## config.mk

```make
export PLATFORM = sky130hd
export DESIGN_NAME = flash_ctl_reg
export DESIGN_NICKNAME = d
export VERILOG_FILES = /design/src/rtl/flash_ctl_pkg.sv /design/src/rtl/flash_key_reg.sv /design/src/rtl/flash_err_latch.sv /design/src/rtl/flash_dl_req.sv /design/src/rtl/flash_ctl_reg.sv
export SDC_FILE = /design/constraint.sdc
export NUM_CORES = 1
export LEC_CHECK = 0
export CAP_MARGIN = 20
export CORE_AREA = 2 2 39 41
export CTS_CLUSTER_SIZE = 30
export DETAILED_ROUTE_END_ITERATION = 12
export DIE_AREA = 0 0 41 43
export GPL_TIMING_DRIVEN = 0
export HOLD_SLACK_MARGIN = 0.06
export PLACE_DENSITY = 0.7
export SLEW_MARGIN = 10
export SYNTH_ARGS = -nofsm -noshare
export SYNTH_HDL_FRONTEND = slang
export SYNTH_SLANG_ARGS = --single-unit
```

## constraint.sdc

```tcl
create_clock -name clk -period 1.27 [get_ports clk]
set_input_delay 0.3175 -clock clk [delete_from_list [all_inputs] [get_ports clk]]
set_output_delay 0.3175 -clock clk [all_outputs]
set_load 0.01 [all_outputs]
```

## src/rtl/flash_ctl_pkg.sv

```systemverilog
package flash_ctl_pkg;
  localparam int unsigned REG_W   = 8;
  localparam int unsigned BIT_WEN = 7;
  localparam int unsigned BIT_ERR = 4;
  localparam int unsigned BIT_REQ = 0;

  // Compose the control byte; every other bit is reserved and zero.
  function automatic logic [REG_W-1:0] pack_status(logic wen, logic err, logic req);
    logic [REG_W-1:0] v;
    v          = '0;
    v[BIT_WEN] = wen;
    v[BIT_ERR] = err;
    v[BIT_REQ] = req;
    return v;
  endfunction

  function automatic logic key_matches(logic [REG_W-1:0] v, logic [REG_W-1:0] k);
    return v == k;
  endfunction
endpackage

```

## src/rtl/flash_key_reg.sv

```systemverilog
module flash_key_reg
  import flash_ctl_pkg::*;
#(
  parameter logic [REG_W-1:0] UNLOCK_KEY = 8'hA5
) (
  input  logic             clk,
  input  logic             por_n,
  input  logic             clr,
  input  logic             wr,
  input  logic [REG_W-1:0] wdata,
  output logic             armed
);
  always_ff @(posedge clk or negedge por_n) begin
    if (!por_n)   armed <= 1'b0;
    else if (clr) armed <= 1'b0;
    else if (wr)  armed <= key_matches(wdata, UNLOCK_KEY);
  end
endmodule

```

## src/rtl/flash_err_latch.sv

```systemverilog
module flash_err_latch (
  input  logic clk,
  input  logic por_n,
  input  logic hw_stby,
  input  logic err_detect,
  output logic err_flag
);
  // Software standby is deliberately not an input here.
  always_ff @(posedge clk or negedge por_n) begin
    if (!por_n)          err_flag <= 1'b0;
    else if (hw_stby)    err_flag <= 1'b0;
    else if (err_detect) err_flag <= 1'b1;
  end
endmodule

```

## src/rtl/flash_dl_req.sv

```systemverilog
module flash_dl_req (
  input  logic clk,
  input  logic por_n,
  input  logic clr,
  input  logic accept,
  input  logic done,
  output logic req,
  output logic start
);
  always_ff @(posedge clk or negedge por_n) begin
    if (!por_n) begin
      req   <= 1'b0;
      start <= 1'b0;
    end else if (clr) begin
      req   <= 1'b0;
      start <= 1'b0;
    end else begin
      start <= accept;
      if (accept)         req <= 1'b1;
      else if (req && done) req <= 1'b0;
    end
  end
endmodule

```

## src/rtl/flash_ctl_reg.sv

```systemverilog
module flash_ctl_reg
  import flash_ctl_pkg::*;
#(
  parameter int unsigned      ADDR_W     = 2,
  parameter logic [ADDR_W-1:0] CTRL_ADDR = 2'd0,
  parameter logic [ADDR_W-1:0] KEY_ADDR  = 2'd1,
  parameter logic [REG_W-1:0] UNLOCK_KEY = 8'hA5
) (
  input  logic              clk,
  input  logic              por_n,
  input  logic              hw_stby,
  input  logic              sw_stby,
  input  logic [ADDR_W-1:0] bus_addr,
  input  logic              bus_we,
  input  logic [REG_W-1:0]  bus_wdata,
  output logic [REG_W-1:0]  bus_rdata,
  input  logic              fetch_in_ram,
  input  logic              ram_emu_on,
  input  logic              wen_pin,
  input  logic              err_detect,
  input  logic              dl_done,
  output logic              dl_start,
  output logic              pe_enable,
  output logic              ext_reset_hint
);
  logic standby;
  logic wr_ctrl;
  logic wr_key;
  logic key_armed;
  logic err_flag;
  logic req_pending;
  logic wr_accept;

  assign standby = hw_stby | sw_stby;
  assign wr_ctrl = bus_we && (bus_addr == CTRL_ADDR);
  assign wr_key  = bus_we && (bus_addr == KEY_ADDR);

  // Download gate: request bit, key, mode, fetch region, no error, idle.
  assign wr_accept = wr_ctrl && bus_wdata[BIT_REQ] && key_armed && !ram_emu_on &&
                     fetch_in_ram && !err_flag && !req_pending && !standby;

  flash_key_reg #(.UNLOCK_KEY(UNLOCK_KEY)) u_key (
    .clk   (clk),
    .por_n (por_n),
    .clr   (standby),
    .wr    (wr_key),
    .wdata (bus_wdata),
    .armed (key_armed)
  );

  flash_err_latch u_err (
    .clk        (clk),
    .por_n      (por_n),
    .hw_stby    (hw_stby),
    .err_detect (err_detect),
    .err_flag   (err_flag)
  );

  flash_dl_req u_req (
    .clk    (clk),
    .por_n  (por_n),
    .clr    (standby),
    .accept (wr_accept),
    .done   (dl_done),
    .req    (req_pending),
    .start  (dl_start)
  );

  always_comb begin
    if (bus_addr == CTRL_ADDR)     bus_rdata = pack_status(wen_pin, err_flag, req_pending);
    else if (bus_addr == KEY_ADDR) bus_rdata = key_armed ? UNLOCK_KEY : '0;
    else                           bus_rdata = '0;
  end

  assign pe_enable      = wen_pin & ~err_flag;
  assign ext_reset_hint = err_flag;
endmodule

```

==> results.yml, run 1 <==
outcome:
  outcome: "complete, but fails checks"
  violations: "negative setup slack"
worst_hold_path:
  hp-class: "input port to async pin"
logic_synthesis:
  yosys_warnings: 0
  synth-seq-cells: 4
  synth_edf_count: 0
  avgSynthCellArea_sq_um: 8.48
  synthArstFlopShare: 1.00
  yosysSeqAreaShare: 0.328
  synth_top_cells_by_count: "nor2_1 (7), buf_4 (4), dfrtp_1 (4)"
  synth_top_area_cell: "dfrtp_1"
  yosys-top-cells-area: "dfrtp_1 (33%), buf_4 (9.8%), nor2_1 (8.6%), nor4b_4 (7.8%), and2_1 (4.1%)"
  netlist_area_sq_um: 305
  synth_cell_type_count: 20
  synthFlopType: "dfrtp_1"
  syn-instance-count: 36
  synth_top_area_share: 0.328
  synth.most_common_cell: "nor2_1"
detailed_routing:
  drt-initial-drc-count: 4
  firstDrtPassIters: 3
  viasPerCell: 4.10
  wl_per_cell_um: 9.04
  vias: 365
  detail_route.wirelength_um: 805
  ant_nets: 0
  drc: 0
layout:
  syn_to_final_growth_pct: 114
  layout-drive-gt1-share: 0.384
  antennaDiodeCount: 0
  multi_input_area_sq_um: 196
  register_area_sq_um: 101
  n_fill_cell: 148
  post-route-util: 0.473
  fin_nets: 95
grt:
  grt_pass1_wl_um: 1140
  grt_remaining_overflow: 0
  grt_max_degree: 7
  grt_use_total: 0.101
  grt_pass1_vias: 317
  antenna_found_initial: 0
worst_setup_path:
  worst-path-buf-inv: 2
  setup.worst_path.start: "u_key.armed$_DFFE_PN0P_"
  crit_type: "flop to primary output"
  startpoint_type: "flop"
  crit_chain: "nand2_2 -> buf_4 -> a21oi_1 -> buf_2"
  crit_cells: 4
  cp.arrival_ns: 1.06
  slowest_stage: "dfrtp_1"
  slowest_delay_ns: 0.36
  cp_top_family: "flip-flops"
  r2r_start: "u_err.err_flag$_DFFE_PN0P_"
  endpoint_kind: "primary output"
  crit_fanout: 2
  reg2reg_depth: 4
  cp_data_required_time_ns: 0.95
sta:
  tns_ns: -0.220
  fmax_mhz: 726
  period_share: 1.09
  finalSetupViolations: 4
  min_period_ns: 1.38
  rsz0062_at_grt: "yes"
  skew_ns: 0.00498
  timing.hold.ws_ns: 0.284
  hold_viol: 0
  fin_ws_ns: -0.108
  slew_violations: 0
clocking:
  cts.hold.buffers_added: 0
  htree_num_levels: 1
  cts_buffer_depth: 2
  clock_latency_ns: 0.24
  clk_root_buffer_cell: "clkbuf_4"
  cts_tree: "built"
  clock_sinks: 4
  clkTransAtPathRegs_ns: 0.04
  cts_buffers: 3
placed_design:
  preCtsSetupSlack_ns: -0.806
  io_buffers: 27
  gp_congestion: 0.630
  dp_hpwl_um: 657
floorplanning:
  fp.dieW_um: 41
  initial_core_util: 0.221
  row_count: 14
  fp.dieH_um: 43
  die-area_sq_mm: 0.00176
  top_level_ports: 31
  fp.coreArea_sq_mm: 0.00138
pwr:
  leakage_nw: 0.296
  peakVddDrop_mv: 0.347
  powerDensity_mw_per_mm2: 621
job:
  maxCapViolations: 0
## flip-flops by register name (all words and copies together) (netlist names)
register / count
u_key.armed: 1
u_err.err_flag: 1
u_req.start: 1
u_req.req: 1
## power by group
part / switching [W] / leakage [nW] / internal, W
combinational: 0.0000382 / 0.229 / 0.0000763
sequential: 0.00000277 / 0.0532 / 0.000131
clock: 0.0000527 / 0.0138 / 0.000106
## metrics by stage
step	cell area (sq um)	power [W]	instances
after CTS	643	0.000414	88
after detailed placement	603	0.000251	81
after floorplan	313	0.000168	38
after global routing	654	0.000433	89
final	654	0.000407	89
after global placement	603	0.000250	81
## final timing paths
path	endpoint	slack (ns)
max in group asynchronous	u_err.err_flag$_DFFE_PN0P_	0.80
setup / recovery	bus_rdata[0]	-0.11
setup reg to reg	u_req.req$_DFFE_PN0P_	0.07
min in group clk	u_req.start$_DFF_PN0_	0.46
hold / removal	u_key.armed$_DFFE_PN0P_	0.28
hold reg to reg	u_err.err_flag$_DFFE_PN0P_	0.54
## final cells by class
class,instances,area share
well taps,16,0.0306
clock buffers,3,0.0344
repair buffers,32,0.434
flip-flops and latches,4,0.155
plain buffers,4,0.0459
multi-input cells,30,0.300
## metal layers
layer  share of wire  global-route usage  up-vias  wire [um]
met1            0.33              0.0974      153        267
met2            0.55               0.163       20        441
li1                -                   -      192          -
met3            0.12              0.0314        0         95
met5               0                   0        -          0
met4               0              0.0800        0          0
## cell families (layout without fill, tap and decap cells)
logic type             Yosys count  in the layout  synth area share
and+or+nand+nor                 23             23             0.484
AOI/OAI and AO/OA                4              4            0.0779
DFF                              4              4             0.328
buffers and inverters            4             39            0.0984
other                            1              3            0.0123
## placed cells by master (no fill, tap or decap), types with 2 or more instances in the layout
cell / n
buf_4: 9
nand3_1: 2
nor2_1: 5
dfrtp_1: 3
buf_6: 2
buf_2: 5
clkdlybuf4s50_1: 16
conb_1: 3
dlygate4sd2_1: 2
clkbuf_4: 3
nor2_2: 2
## worst register-to-register path: cells and delay by family, from the launching register on
kind                   cells  cell delay, ns
DFF                        1            0.42
AOI/OAI and AO/OA          1            0.17
buffers and inverters      1            0.15
and+or+nand+nor            2            0.39
## what timing repair did
item,4_1_cts,5_1_grt
endpoints found under the hold margin,0,0
pin swaps,4,0
buffers inserted,4,1
resized for setup,41,1
endpoints found under the setup margin,8,7
Note: power is estimated with default switching activity, not from simulation.
==> inputs of run 2 (changes only) <==
--- a/config.mk
+++ b/config.mk
@@ -5,7 +5,7 @@
 export SDC_FILE = /design/constraint.sdc
 export NUM_CORES = 1
 export LEC_CHECK = 0
-export CAP_MARGIN = 20
+export CAP_MARGIN = 40
 export CORE_AREA = 2 2 39 41
 export CTS_CLUSTER_SIZE = 30
 export DETAILED_ROUTE_END_ITERATION = 12
==> results of run 2 <==
Final layout, timing and power as in run 1 (identical DEF).
==> inputs of run 3 (changes only) <==
--- a/config.mk
+++ b/config.mk
@@ -13,6 +13,7 @@
 export GPL_TIMING_DRIVEN = 0
 export HOLD_SLACK_MARGIN = 0.06
 export PLACE_DENSITY = 0.7
+export RECOVER_POWER = 25
 export SLEW_MARGIN = 10
 export SYNTH_ARGS = -nofsm -noshare
 export SYNTH_HDL_FRONTEND = slang
==> constraint.sdc (replaced) <==
create_clock -name clk -period 1.4 [get_ports clk]
set_input_delay 0.35 -clock clk [delete_from_list [all_inputs] [get_ports clk]]
set_output_delay 0.35 -clock clk [all_outputs]
set_load 0.01 [all_outputs]
==> run 3 against run 2 <==
  * Clock power down 11%
  * Via count rose by 4.1%
  * Clock-buffer cell count did not move
  * Worst setup slack better by 0.11 ns
  * Global-route usage up 0.70 points
  * Sequential share of layout area down 0.71 points
  * Routed wire length rose by 5.2%
  * Total power is 9.1% lower
  * Register-to-register slack gained 0.06 ns
  * Combinational power down 5%
  * The flow now finishes without violations
  * Cell count increased by 2.2%
  * Sequential power is 10% lower
==> results.yml, run 3 (synthesis gave the netlist of run 1 again) <==
outcome:
  outcome: "completed"
grt:
  grt_use_total: 0.108
  grt_max_degree: 7
  grt_remaining_overflow: 0
  grt_pass1_wl_um: 1230
  antenna_found_initial: 0
  grt_pass1_vias: 341
worst_setup_path:
  slowest_delay_ns: 0.36
  endpoint_kind: "primary output"
  cp.arrival_ns: 1.05
  startpoint_type: "flop"
  crit_chain: "nand2_2 -> buf_6 -> a21oi_2 -> buf_2"
  r2r_slack_ns: 0.13
  crit_fanout: 2
  worst-path-buf-inv: 2
  slowest_stage: "dfrtp_1"
  setup.worst_path.start: "u_key.armed$_DFFE_PN0P_"
  reg2reg_depth: 4
  crit_type: "flop to primary output"
  cp_data_required_time_ns: 1.05
  crit_cells: 4
  r2r_start: "u_err.err_flag$_DFFE_PN0P_"
  cp_top_family: "flip-flops"
detailed_routing:
  drc: 0
  wl_per_cell_um: 9.31
  detail_route.wirelength_um: 847
  drt-initial-drc-count: 5
  viasPerCell: 4.18
  ant_nets: 0
  firstDrtPassIters: 4
  vias: 380
pwr:
  peakVddDrop_mv: 0.320
  leakage_nw: 0.307
  fin_total_pwr_w: 0.000369
  powerDensity_mw_per_mm2: 539
layout:
  final_common_cell: "clkdlybuf4s50_1"
  post-route-util: 0.495
  antennaDiodeCount: 0
  fin_nets: 97
  syn_to_final_growth_pct: 125
  layout-drive-gt1-share: 0.413
  final_cell_mix: "clkdlybuf4s50_1 (15), buf_4 (9), nor2_1 (5), buf_2 (5), buf_6 (4)"
sta:
  tns_ns: 0
  fmax_mhz: 716
  rsz0062_at_grt: "yes"
  skew_ns: 0.00259
  min_period_ns: 1.40
  period_share: 0.998
  hold_viol: 0
  timing.hold.ws_ns: 0.388
  finalSetupViolations: 0
  fin_ws_ns: 0.00274
  slew_violations: 0
clocking:
  clkTransAtPathRegs_ns: 0.04
  clk_root_buffer_cell: "clkbuf_4"
  cts_tree: "built"
  cts_buffers: 3
  cts.hold.buffers_added: 0
  clock_sinks: 4
  clock_latency_ns: 0.23
  htree_num_levels: 1
  cts_buffer_depth: 2
placed_design:
  io_buffers: 27
  gp_congestion: 0.630
  preCtsSetupSlack_ns: -0.741
  dp_hpwl_um: 657
floorplanning:
  fp.coreArea_sq_mm: 0.00138
  initial_core_util: 0.221
  fp.dieH_um: 43
  top_level_ports: 31
  fp.dieW_um: 41
  die-area_sq_mm: 0.00176
  row_count: 14
job:
  maxCapViolations: 0
worst_hold_path:
  hp-class: "input port to async pin"
run 3: changes by cell type in the layout (fill, tap and decap cells not counted):
cell             change
a41oi_2              +1
dlygate4sd3_1        +1
and2_1               +1
a21oi_2              +1
clkdlybuf4s50_1      -1
buf_6                +2
and2_4               -1
a21oi_1              -1
a41oi_1              -1
run 3: cell type report:
type | instances | area (sq um)
buffer | 4 | 30.0
clock buffer | 3 | 22.5
fill | 145 | 698
multi-input combinational | 30 | 205
sequential | 4 | 101
tap | 16 | 20.0
timing repair buffer | 34 | 307
run 3: stage by stage:
step,instances,cell area [sq um]
5_1_grt,91,686
3_5_place_dp,81,603
4_1_cts,90,654
6_report,91,686
3_3_place_gp,81,603
2_1_floorplan,38,313
run 3: timing repair:
item                       CTS  global route
gates resized for setup     36             9
setup buffers                6             2
hold endpoints to repair     0             0
setup endpoints to repair    8             6
cloned                       0             0
pin swaps                    5             5
run 3: worst register-to-register path, cell delays in order, from the launching register on:
cell and delay, ns:
dfrtp_2 0.40, buf_4 0.15, nor4b_4 0.30, a41oi_2 0.15, nor3_2 0.20
run 3: layer usage:
layer | vias to the layer above | part of all wire | track usage
li1 | 196 | - | -
met1 | 164 | 0.34 | 0.104
met2 | 20 | 0.55 | 0.178
met3 | 0 | 0.11 | 0.0314
met4 | 0 | 0 | 0.0800
met5 | - | 0 | 0
run 3: where the power goes:
part / total [W] / switching (W) / internal (W)
logic: 0.000108 / 0.0000376 / 0.0000704
clock network: 0.000141 / 0.0000456 / 0.0000958
registers: 0.000120 / 0.00000135 / 0.000119
run 3: path summary, 6_finish.rpt:
| kind | to |
|---|---|
| max in group asynchronous | u_err.err_flag$_DFFE_PN0P_ |
| hold reg to reg | u_err.err_flag$_DFFE_PN0P_ |
| min in group clk | u_key.armed$_DFFE_PN0P_ |
| hold / removal | u_key.armed$_DFFE_PN0P_ |
| setup reg to reg | u_req.req$_DFFE_PN0P_ |
| setup / recovery | bus_rdata[0] |
